===== src/rtl/rnc_pkg.sv =====
package rnc_pkg;

    typedef enum logic [1:0] {
        TRIG_OFF  = 2'b00,
        TRIG_FALL = 2'b01,
        TRIG_RISE = 2'b10,
        TRIG_ANY  = 2'b11
    } trig_e;

    typedef struct packed {
        logic  btn_nmi_en;
        logic  rtc_to_nmi;
        logic  wd_en;
        logic  sw_rst;
        trig_e mode_b;
        trig_e mode_a;
    } ctl_t;

    function automatic logic trig_hit(trig_e m, logic rise, logic fall);
        case (m)
            TRIG_FALL: return fall;
            TRIG_RISE: return rise;
            TRIG_ANY:  return rise | fall;
            default:   return 1'b0;
        endcase
    endfunction

endpackage


===== src/rtl/rnc_edge_sync.sv =====
module rnc_edge_sync #(
    parameter int STAGES = 2
) (
    input  logic clk,
    input  logic rst_n,
    input  logic async_i,
    output logic rise_o,
    output logic fall_o
);
    typedef struct packed {
        logic [STAGES-1:0] chain;
        logic              prev;
    } st_t;

    st_t s_d, s_q;

    always_comb begin
        s_d       = s_q;
        s_d.chain = {s_q.chain[STAGES-2:0], async_i};
        s_d.prev  = s_q.chain[STAGES-1];
    end

    always_ff @(posedge clk or negedge rst_n) begin
        if (!rst_n) s_q <= '0;
        else        s_q <= s_d;
    end

    assign rise_o = s_q.chain[STAGES-1] & ~s_q.prev;
    assign fall_o = ~s_q.chain[STAGES-1] & s_q.prev;
endmodule


===== src/rtl/rnc_debounce.sv =====
module rnc_debounce #(
    parameter int SYNC   = 2,
    parameter int CYCLES = 50000
) (
    input  logic clk,
    input  logic rst_n,
    input  logic raw_i,
    output logic press_o
);
    localparam int CW = $clog2(CYCLES + 1);
    localparam logic [CW-1:0] LAST = CW'(CYCLES - 1);

    typedef struct packed {
        logic [SYNC-1:0] chain;
        logic            stable;
        logic [CW-1:0]   cnt;
    } st_t;

    st_t s_d, s_q;
    logic fresh;
    logic accept;

    always_comb begin
        fresh     = s_q.chain[SYNC-1];
        accept    = (fresh != s_q.stable) && (s_q.cnt == LAST);
        s_d       = s_q;
        s_d.chain = {s_q.chain[SYNC-2:0], raw_i};
        if (fresh == s_q.stable) begin
            s_d.cnt = '0;
        end else if (accept) begin
            s_d.stable = fresh;
            s_d.cnt    = '0;
        end else begin
            s_d.cnt = s_q.cnt + 1'b1;
        end
    end

    always_ff @(posedge clk or negedge rst_n) begin
        if (!rst_n) s_q <= '0;
        else        s_q <= s_d;
    end

    assign press_o = accept & fresh;
endmodule


===== src/rtl/rnc_wdog.sv =====
module rnc_wdog #(
    parameter int CYCLES = 1 << 20
) (
    input  logic clk,
    input  logic rst_n,
    input  logic en_i,
    input  logic kick_i,
    input  logic clr_i,
    output logic bite_o
);
    localparam int CW = $clog2(CYCLES + 1);
    localparam logic [CW-1:0] LAST = CW'(CYCLES - 1);

    logic [CW-1:0] cnt_d, cnt_q;

    always_comb begin
        if (!en_i || kick_i || clr_i) cnt_d = '0;
        else                          cnt_d = cnt_q + 1'b1;
    end

    always_ff @(posedge clk or negedge rst_n) begin
        if (!rst_n) cnt_q <= '0;
        else        cnt_q <= cnt_d;
    end

    assign bite_o = en_i && !clr_i && (cnt_q == LAST);
endmodule


===== src/rtl/rst_nmi_ctrl.sv =====
module rst_nmi_ctrl
    import rnc_pkg::*;
#(
    parameter int RST_CYCLES  = 16,
    parameter int WDOG_CYCLES = 1 << 20,
    parameter int DEB_CYCLES  = 50000,
    parameter int SYNC_STAGES = 2
) (
    input  logic       clk,
    input  logic       rst_n,
    input  logic       hs_a_i,
    input  logic       hs_b_i,
    input  logic       rtc_evt_i,
    input  logic       btn_i,
    input  logic       ctl_wr_i,
    input  logic [7:0] ctl_wdata_i,
    input  logic       id_wr_i,
    input  logic       ver_wr_i,
    output logic [7:0] ctl_o,
    output logic       cpu_rst_o,
    output logic       nmi_o
);
    localparam int RC_W = $clog2(RST_CYCLES + 1);
    localparam logic [RC_W-1:0] RC_LOAD = RC_W'(RST_CYCLES);

    typedef struct packed {
        ctl_t            ctl;
        logic [RC_W-1:0] rcnt;
        logic            nmi;
    } st_t;

    st_t  s_d, s_q;
    logic [2:0] rise, fall;     // 0: line A, 1: line B, 2: RTC
    logic press, bite;
    logic rst_req, nmi_req;
    logic [2:0] src_in;

    assign src_in = {rtc_evt_i, hs_b_i, hs_a_i};

    for (genvar g = 0; g < 3; g++) begin : g_sync
        rnc_edge_sync #(.STAGES(SYNC_STAGES)) u_sync (
            .clk    (clk),
            .rst_n  (rst_n),
            .async_i(src_in[g]),
            .rise_o (rise[g]),
            .fall_o (fall[g])
        );
    end

    rnc_debounce #(.SYNC(SYNC_STAGES), .CYCLES(DEB_CYCLES)) u_deb (
        .clk    (clk),
        .rst_n  (rst_n),
        .raw_i  (btn_i),
        .press_o(press)
    );

    rnc_wdog #(.CYCLES(WDOG_CYCLES)) u_wdog (
        .clk   (clk),
        .rst_n (rst_n),
        .en_i  (s_q.ctl.wd_en),
        .kick_i(id_wr_i),
        .clr_i (cpu_rst_o),
        .bite_o(bite)
    );

    always_comb begin
        logic rtc_edge;
        rtc_edge = trig_hit(TRIG_RISE, rise[2], fall[2]);

        rst_req = trig_hit(s_q.ctl.mode_a, rise[0], fall[0])
                | trig_hit(s_q.ctl.mode_b, rise[1], fall[1])
                | s_q.ctl.sw_rst
                | bite
                | (rtc_edge & ~s_q.ctl.rtc_to_nmi)
                | ver_wr_i;
        nmi_req = (rtc_edge & s_q.ctl.rtc_to_nmi)
                | (press & s_q.ctl.btn_nmi_en);

        s_d = s_q;
        if (ctl_wr_i) s_d.ctl = ctl_t'(ctl_wdata_i);
        if (rst_req) begin
            s_d.ctl.sw_rst = 1'b0;
            s_d.ctl.wd_en  = 1'b0;
        end
        if (ver_wr_i) s_d.ctl = '0;

        if (rst_req)               s_d.rcnt = RC_LOAD;
        else if (s_q.rcnt != '0)   s_d.rcnt = s_q.rcnt - 1'b1;

        s_d.nmi = nmi_req & ~s_q.nmi;
    end

    always_ff @(posedge clk or negedge rst_n) begin
        if (!rst_n) s_q <= '0;
        else        s_q <= s_d;
    end

    assign ctl_o     = s_q.ctl;
    assign cpu_rst_o = (s_q.rcnt != '0);
    assign nmi_o     = s_q.nmi;
endmodule


===== config.mk =====
export PLATFORM = sky130hd
export DESIGN_NAME = rst_nmi_ctrl
export DESIGN_NICKNAME = d
export VERILOG_FILES = /design/src/rtl/rnc_pkg.sv /design/src/rtl/rnc_edge_sync.sv /design/src/rtl/rnc_debounce.sv /design/src/rtl/rnc_wdog.sv /design/src/rtl/rst_nmi_ctrl.sv
export SDC_FILE = /design/constraint.sdc
export NUM_CORES = 1
export LEC_CHECK = 0
export ABC_CLOCK_PERIOD_IN_PS = 2800
export BUFFER_PORTS_ARGS = -buffer_cell sky130_fd_sc_hd__buf_2
export CORE_ASPECT_RATIO = 2
export CORE_MARGIN = 2
export CORE_UTILIZATION = 50
export DETAILED_ROUTE_END_ITERATION = 16
export PLACE_DENSITY = 0.69
export SYNTH_ARGS = -nofsm -noshare
export SYNTH_HDL_FRONTEND = slang
export SYNTH_SLANG_ARGS = --single-unit

===== constraint.sdc =====
create_clock -name clk -period 2.8 [get_ports clk]
set_input_delay 0.14 -clock clk [delete_from_list [all_inputs] [get_ports clk]]
set_output_delay 0.14 -clock clk [all_outputs]
set_load 0.01 [all_outputs]

Word-level counts from Yosys, hierarchy flattened
Cells that the tools add are included.
- input port bits: 17
- word-level logic and storage cells: 79
- bits in read-only memories: 0
- bits in writable memories: 0
- memories kept: 0
- output and inout bits: 10
- bits in registers: 63
- bits in latches: 0
- shift-type cells: 0
- add/sub/neg operators: 3
- reductions and logical operators: 12
- multiplexer cells: 10
- bitwise logic cells: 26
- order comparisons: 0
- divide/modulo/power cells: 0
- equality and inequality tests: 10
- multiply operators: 0
- operator list (operator ; number):
    $mux 16 ; 2
    $add 21x1->21 const B ; 1
    $eq 21x20->1 const B ; 1
    $mux 21 ; 1
    $add 16x1->16 const B ; 1
    $eq 16x16->1 const B ; 1
    $mux 8 ; 2
    $and 1x1->1 ; 10
    $mux 5 ; 2
    $eq 2x2->1 const B ; 4
    $not 1->1 ; 8
    $or 1x1->1 ; 8
    $pmux 1 s3 ; 2
    $reduce_bool 5->1 ; 1
    $sub 5x1->5 const B ; 1
    $eq 2x1->1 const B ; 2
    $reduce_bool 2->1 ; 2
    $logic_and 1x1->1 ; 3
    $reduce_bool 3->1 ; 1
    $logic_not 1->1 ; 2
    $logic_or 1x1->1 ; 2
    $mux 2 ; 1
    $reduce_and 2->1 ; 1
    $eq 1x1->1 ; 1
    $ne 1x1->1 ; 1

Logic depth before layout (Yosys ltp)
- depth in word-level cells: 11
- depth in mapped cells: 6
- mapped depth without buffers: 6

By module
From an unflattened synthesis, not the netlist that was laid out.
- cells, all modules: 278
- area total of the unflattened synthesis: 3088.0 µm²
- modules (own cells, without submodules) (module ; times used ; seq. area each (µm²) ; cells an instance ; area an instance (µm²)):
    rnc_wdog ; 1 ; 525.5 ; 104 ; 1086.0
    rnc_debounce ; 1 ; 475.5 ; 89 ; 947.2
    rst_nmi_ctrl ; 1 ; 350.3 ; 70 ; 784.5
    rnc_edge_sync ; 3 ; 75.1 ; 5 ; 90.1

Least setup slack after synthesis
No wires, ideal clock.
- path kind: register to register
- start: register s_q[1] in the netlist's numbering
- end: register s_q (netlist bit ctl_o[4])
- period minus slack after synthesis: 1.710 ns
- buffers on the path: 0
- data required time: 2.666 ns
- cell stages (with the launch flop): 7
- data arrival time: 1.576 ns
- setup time: 0.134 ns
- slack: 1.090 ns
- cells stage by stage: dfrtp_1 -> inv_1 -> ha_1 -> nor4b_2 -> nand3b_1 -> nor3_2 -> nor3_1
- cells in the longest elaborated chain, start to end: 9
- elaborated cells between the ends (all ways): 10
- classes of those cells: mux (2); bitwise (3); reduce/logical (5)
- RTL lines (item ; line ; RTL):
    start, declared ; rst_nmi_ctrl.sv:32 ; st_t s_d, s_q;
    start signal, assigned ; rst_nmi_ctrl.sv:94 ; if (!rst_n) s_q <= '0;
    start signal, assigned ; rst_nmi_ctrl.sv:95 ; else s_q <= s_d;
    $reduce_bool 5->1 * ; rst_nmi_ctrl.sv:99 ; assign cpu_rst_o = (s_q.rcnt != '0);
    $logic_not 1->1 * ; rnc_wdog.sv:26 ; assign bite_o = en_i && !clr_i && (cnt_q == LAST);
    $logic_and 1x1->1 * (2 in a row) ; rnc_wdog.sv:26 ;
    $or 1x1->1 * ; rst_nmi_ctrl.sv:73 ; | bite
    $or 1x1->1 * ; rst_nmi_ctrl.sv:74 ; | (rtc_edge & ~s_q.ctl.rtc_to_nmi)
    $or 1x1->1 * ; rst_nmi_ctrl.sv:75 ; | ver_wr_i;
    $mux 2 ; rst_nmi_ctrl.sv:81 ; if (rst_req) begin
    $mux 8 ; rst_nmi_ctrl.sv:85 ; if (ver_wr_i) s_d.ctl = '0;
Every way passes the cells marked *; elsewhere a longest branch is shown, timed or not.
A chain may end at the register's enable or synchronous reset.

Worst setup path in the final report
- start: register s_q[1] in the netlist's numbering
- end: output port cpu_rst_o
- cells in the longest elaborated chain, start to end: 1
- RTL lines (item ; line ; RTL):
    $reduce_bool 5->1 ; rst_nmi_ctrl.sv:99 ;
    end, declared ; rst_nmi_ctrl.sv:20 ; output logic cpu_rst_o,
Every way passes these cells.

==> metrics.txt <==
dpl cells 356; DR DRC count 4; syn_area_per_cell ~10 sq um; prevailing post-synth register cell dfrtp_1; TritonCTS clock tree done; Core Area approximately 5800 sq um; fmax 492.3 MHz; post-synth net total just over 300; register area between 1500 and 2000 sq um; RSZ-0062 raised after global routing false; detailed-placement wirelength estimate roughly 3800 microns; Die Span X a little under 60 microns; maximum clock path buffer count 2; Worst-path clk slew about 50 ps; clock root buffer clkbuf_16; die area 6635 sq um; yosys warns 0; top-count cell post-synth dfrtp_1; worst-margin pin slew 785.6 ps; worst-path fanout max 8; CP Class reg -> out; PD cells between 600 and 700 nW/um^2; final setup margin about 770 ps; post-route ant nets 0; Final Hold Fails 34; Max VDD drop about 0.38 mV; Total Routing Usage GR between 10% and 20%; CTS H-Tree Depth 3; final clock period utilization by the worst path a little over 70%; Starting Density a little over 50%; RD Place Congestion around 0.77; 1st-iter DRT viols 90; Commonest cells post-synth 63 x dfrtp_1, 38 x nor2_1, 16 x nand2_1; Multi-input gate area 1267 sq um; CP max stage cell nor4b_2; initial antenna violation count 0; port bufs 26; #FFs+latches synth 63; # diodes 0; fillers slightly above 500; Yosys top cell by area dfrtp_1; most numerous cell on the critical path inv_1; share of the synthesized area in the top cell type 52.87%; status complete, but fails checks; TritonCTS Buffers 9; share of async-settable or async-resettable flops after synthesis between 90% and 100%; Leakage between 0.0015 and 0.002 uW; synth-to-layout area growth 15.07%; share of cells above drive strength 1 between 10% and 20%; Non-Filler Instances 374; data arrival time of the critical path approximately 1900 ps; critical path endpoint category output pin; Seq/Total Area, Yosys between 50% and 60%; DRT Pass-1 Iters 10; top cells by area, synth dfrtp_1 53%, nor2_1 4.8%, xor2_1 4.4%; Final #Nets around 340; Chip Height ~110 microns; Post-Synthesis Cell Area about 3000 sq um; crit-path max cell delay approximately 570 ps; vias in the first global route between 2k and 2.5k; Max-slew headroom 47.63%; Clock Skew roughly 3.1 ps; first-pass GRT wire length approximately 9600 microns; Worst setup SP type flop; worst hold slack -28.17 ps; via count 2,099; final slew viol count 0; DR WL/cell roughly 15 microns; EDFF count, synth 0; Synth Instances about 280; Row Count 39; remaining global-route overflow 0; post-synthesis cell type count 38; largest net degree at the start of global routing 64; sum of negative setup slack 0 ps; Crit path required time about 2700 ps; pre-CTS setup slack ~830 ps; Overall Power between 2000 and 2500 uW; final setup fails 0; failing checks design-rule violations, negative hold slack; wirelength, routed roughly 5500 microns; max-cap viol count 0; worst skew pair latency 330 ps; critical-path cell list inv_1 -> ha_1 -> nor4b_2 -> inv_1 -> buf_2; # clock sinks 63; I/O pin count 27; min-delay worst type in -> async; Final Critical Period just over 2000 ps; Avg Vias per Cell 5.612
-- routing by layer --
metal / part of all wire, % / track usage [%] / vias up
met5: 0 / 0 / -
met4: 2.6 / 10.15 / 0
met3: 3.3 / 5.257 / 11
met2: 55 / 33.86 / 28
met1: 39 / 20.06 / 1040
li1: - / - / 1020
-- state kept, by name, indices dropped and copies added (netlist names) --
| register | count |
|---|---|
| ctl_o | 8 |
| s_q | 5 |
| u_deb.s_d | 1 |
| g_sync.u_sync.s_d | 6 |
| u_deb.s_q | 17 |
| u_deb.fresh | 1 |
| nmi_o | 1 |
| g_sync.u_sync.s_q | 3 |
| u_wdog.cnt_q | 21 |
-- path summary, 6_finish.rpt --
| kind | cells after the start | slack (ps) | start | endpoint |
|---|---|---|---|---|
| max in group asynchronous | 2 | 2300 | rst_n | u_deb.s_q[5] |
| max | 5 | 770 | s_q[1] | cpu_rst_o |
| min in group clk | 3 | 60 | ctl_wdata_i[2] | ctl_o[2] |
| min reg2reg | 0 | 350 | g_sync[1].u_sync.s_d[2] | g_sync[1].u_sync.s_d[0] |
| min | 2 | -30 | rst_n | g_sync[1].u_sync.s_q[0] |
| max reg2reg | 6 | 830 | s_q[1] | ctl_o[4] |
-- critical path, delay by kind of cell (launching register included) --
family	cells	cell delay (ps)
buffers and inverters	3	450
flip-flops	1	370
AND/OR/NAND/NOR	1	570
adder cells (fa/ha/maj)	1	170
-- final cells by class --
class / count / share of cell area, %
Clock buffer: 14 / 8.279
Multi-Input combinational cell: 193 / 36.94
Tap cell: 61 / 2.225
Inverter: 11 / 1.204
Timing Repair Buffer: 32 / 5.398
Sequential cell: 63 / 45.95
-- power by group --
part	leakage (uW)	total [uW]	internal, uW	switching, uW
sequential	0.000840	981	947	33.8
clock	0.000141	1050	685	367
combinational	0.000548	174	77.8	96.1
total	0.00153	2210	1710	497
-- logic make-up (layout without fill, tap and decap cells) --
kind of cell    count (synthesis)  count (layout)  share of synthesized area, %
fa+ha+maj                       8               8                         3.357
compound gates                 22              22                         4.238
flops                          63              63                         52.87
buf+inv                        28              57                         4.616
xor+xnor                       28              28                         8.225
mux                            10              10                         3.399
simple gates                  125             125                         23.29
-- cells in the final DEF (no fill, tap or decap), types with 2 or more instances in the layout --
cell type	synthesis	final
buf_4	8	2
or4_1	2	2
inv_1	11	11
nor2_1	38	38
nor4_1	4	4
nand4_1	8	8
buf_2	2	26
clkbuf_16	0	9
xnor2_1	13	13
nor3_1	9	9
and2_1	2	2
or3_1	6	6
or3b_2	2	2
and3_1	7	7
nand3b_1	5	5
nand2_1	16	16
dlygate4sd3_1	0	4
o31ai_1	2	2
xor2_1	15	15
a21oi_1	12	12
nand3_1	10	10
and4_1	6	6
clkbuf_8	0	4
o21ai_0	6	6
mux2i_1	9	9
dfrtp_1	63	63
ha_1	8	8
-- timing repair --
action / CTS / global route
hold endpoints to repair: 4 / 0
hold buffers: 4 / 0
gates resized for setup: 0 / 0
setup buffers: 0 / 0
-- stage by stage --
step,area (sq um),utilization (%)
after global placement,3107,53.95
after detailed placement,3107,53.95
after CTS,3431,59.58
after global routing,3431,59.58
after floorplan,2982,-
final,3431,59.58
Power figures use the tool's default switching activity.
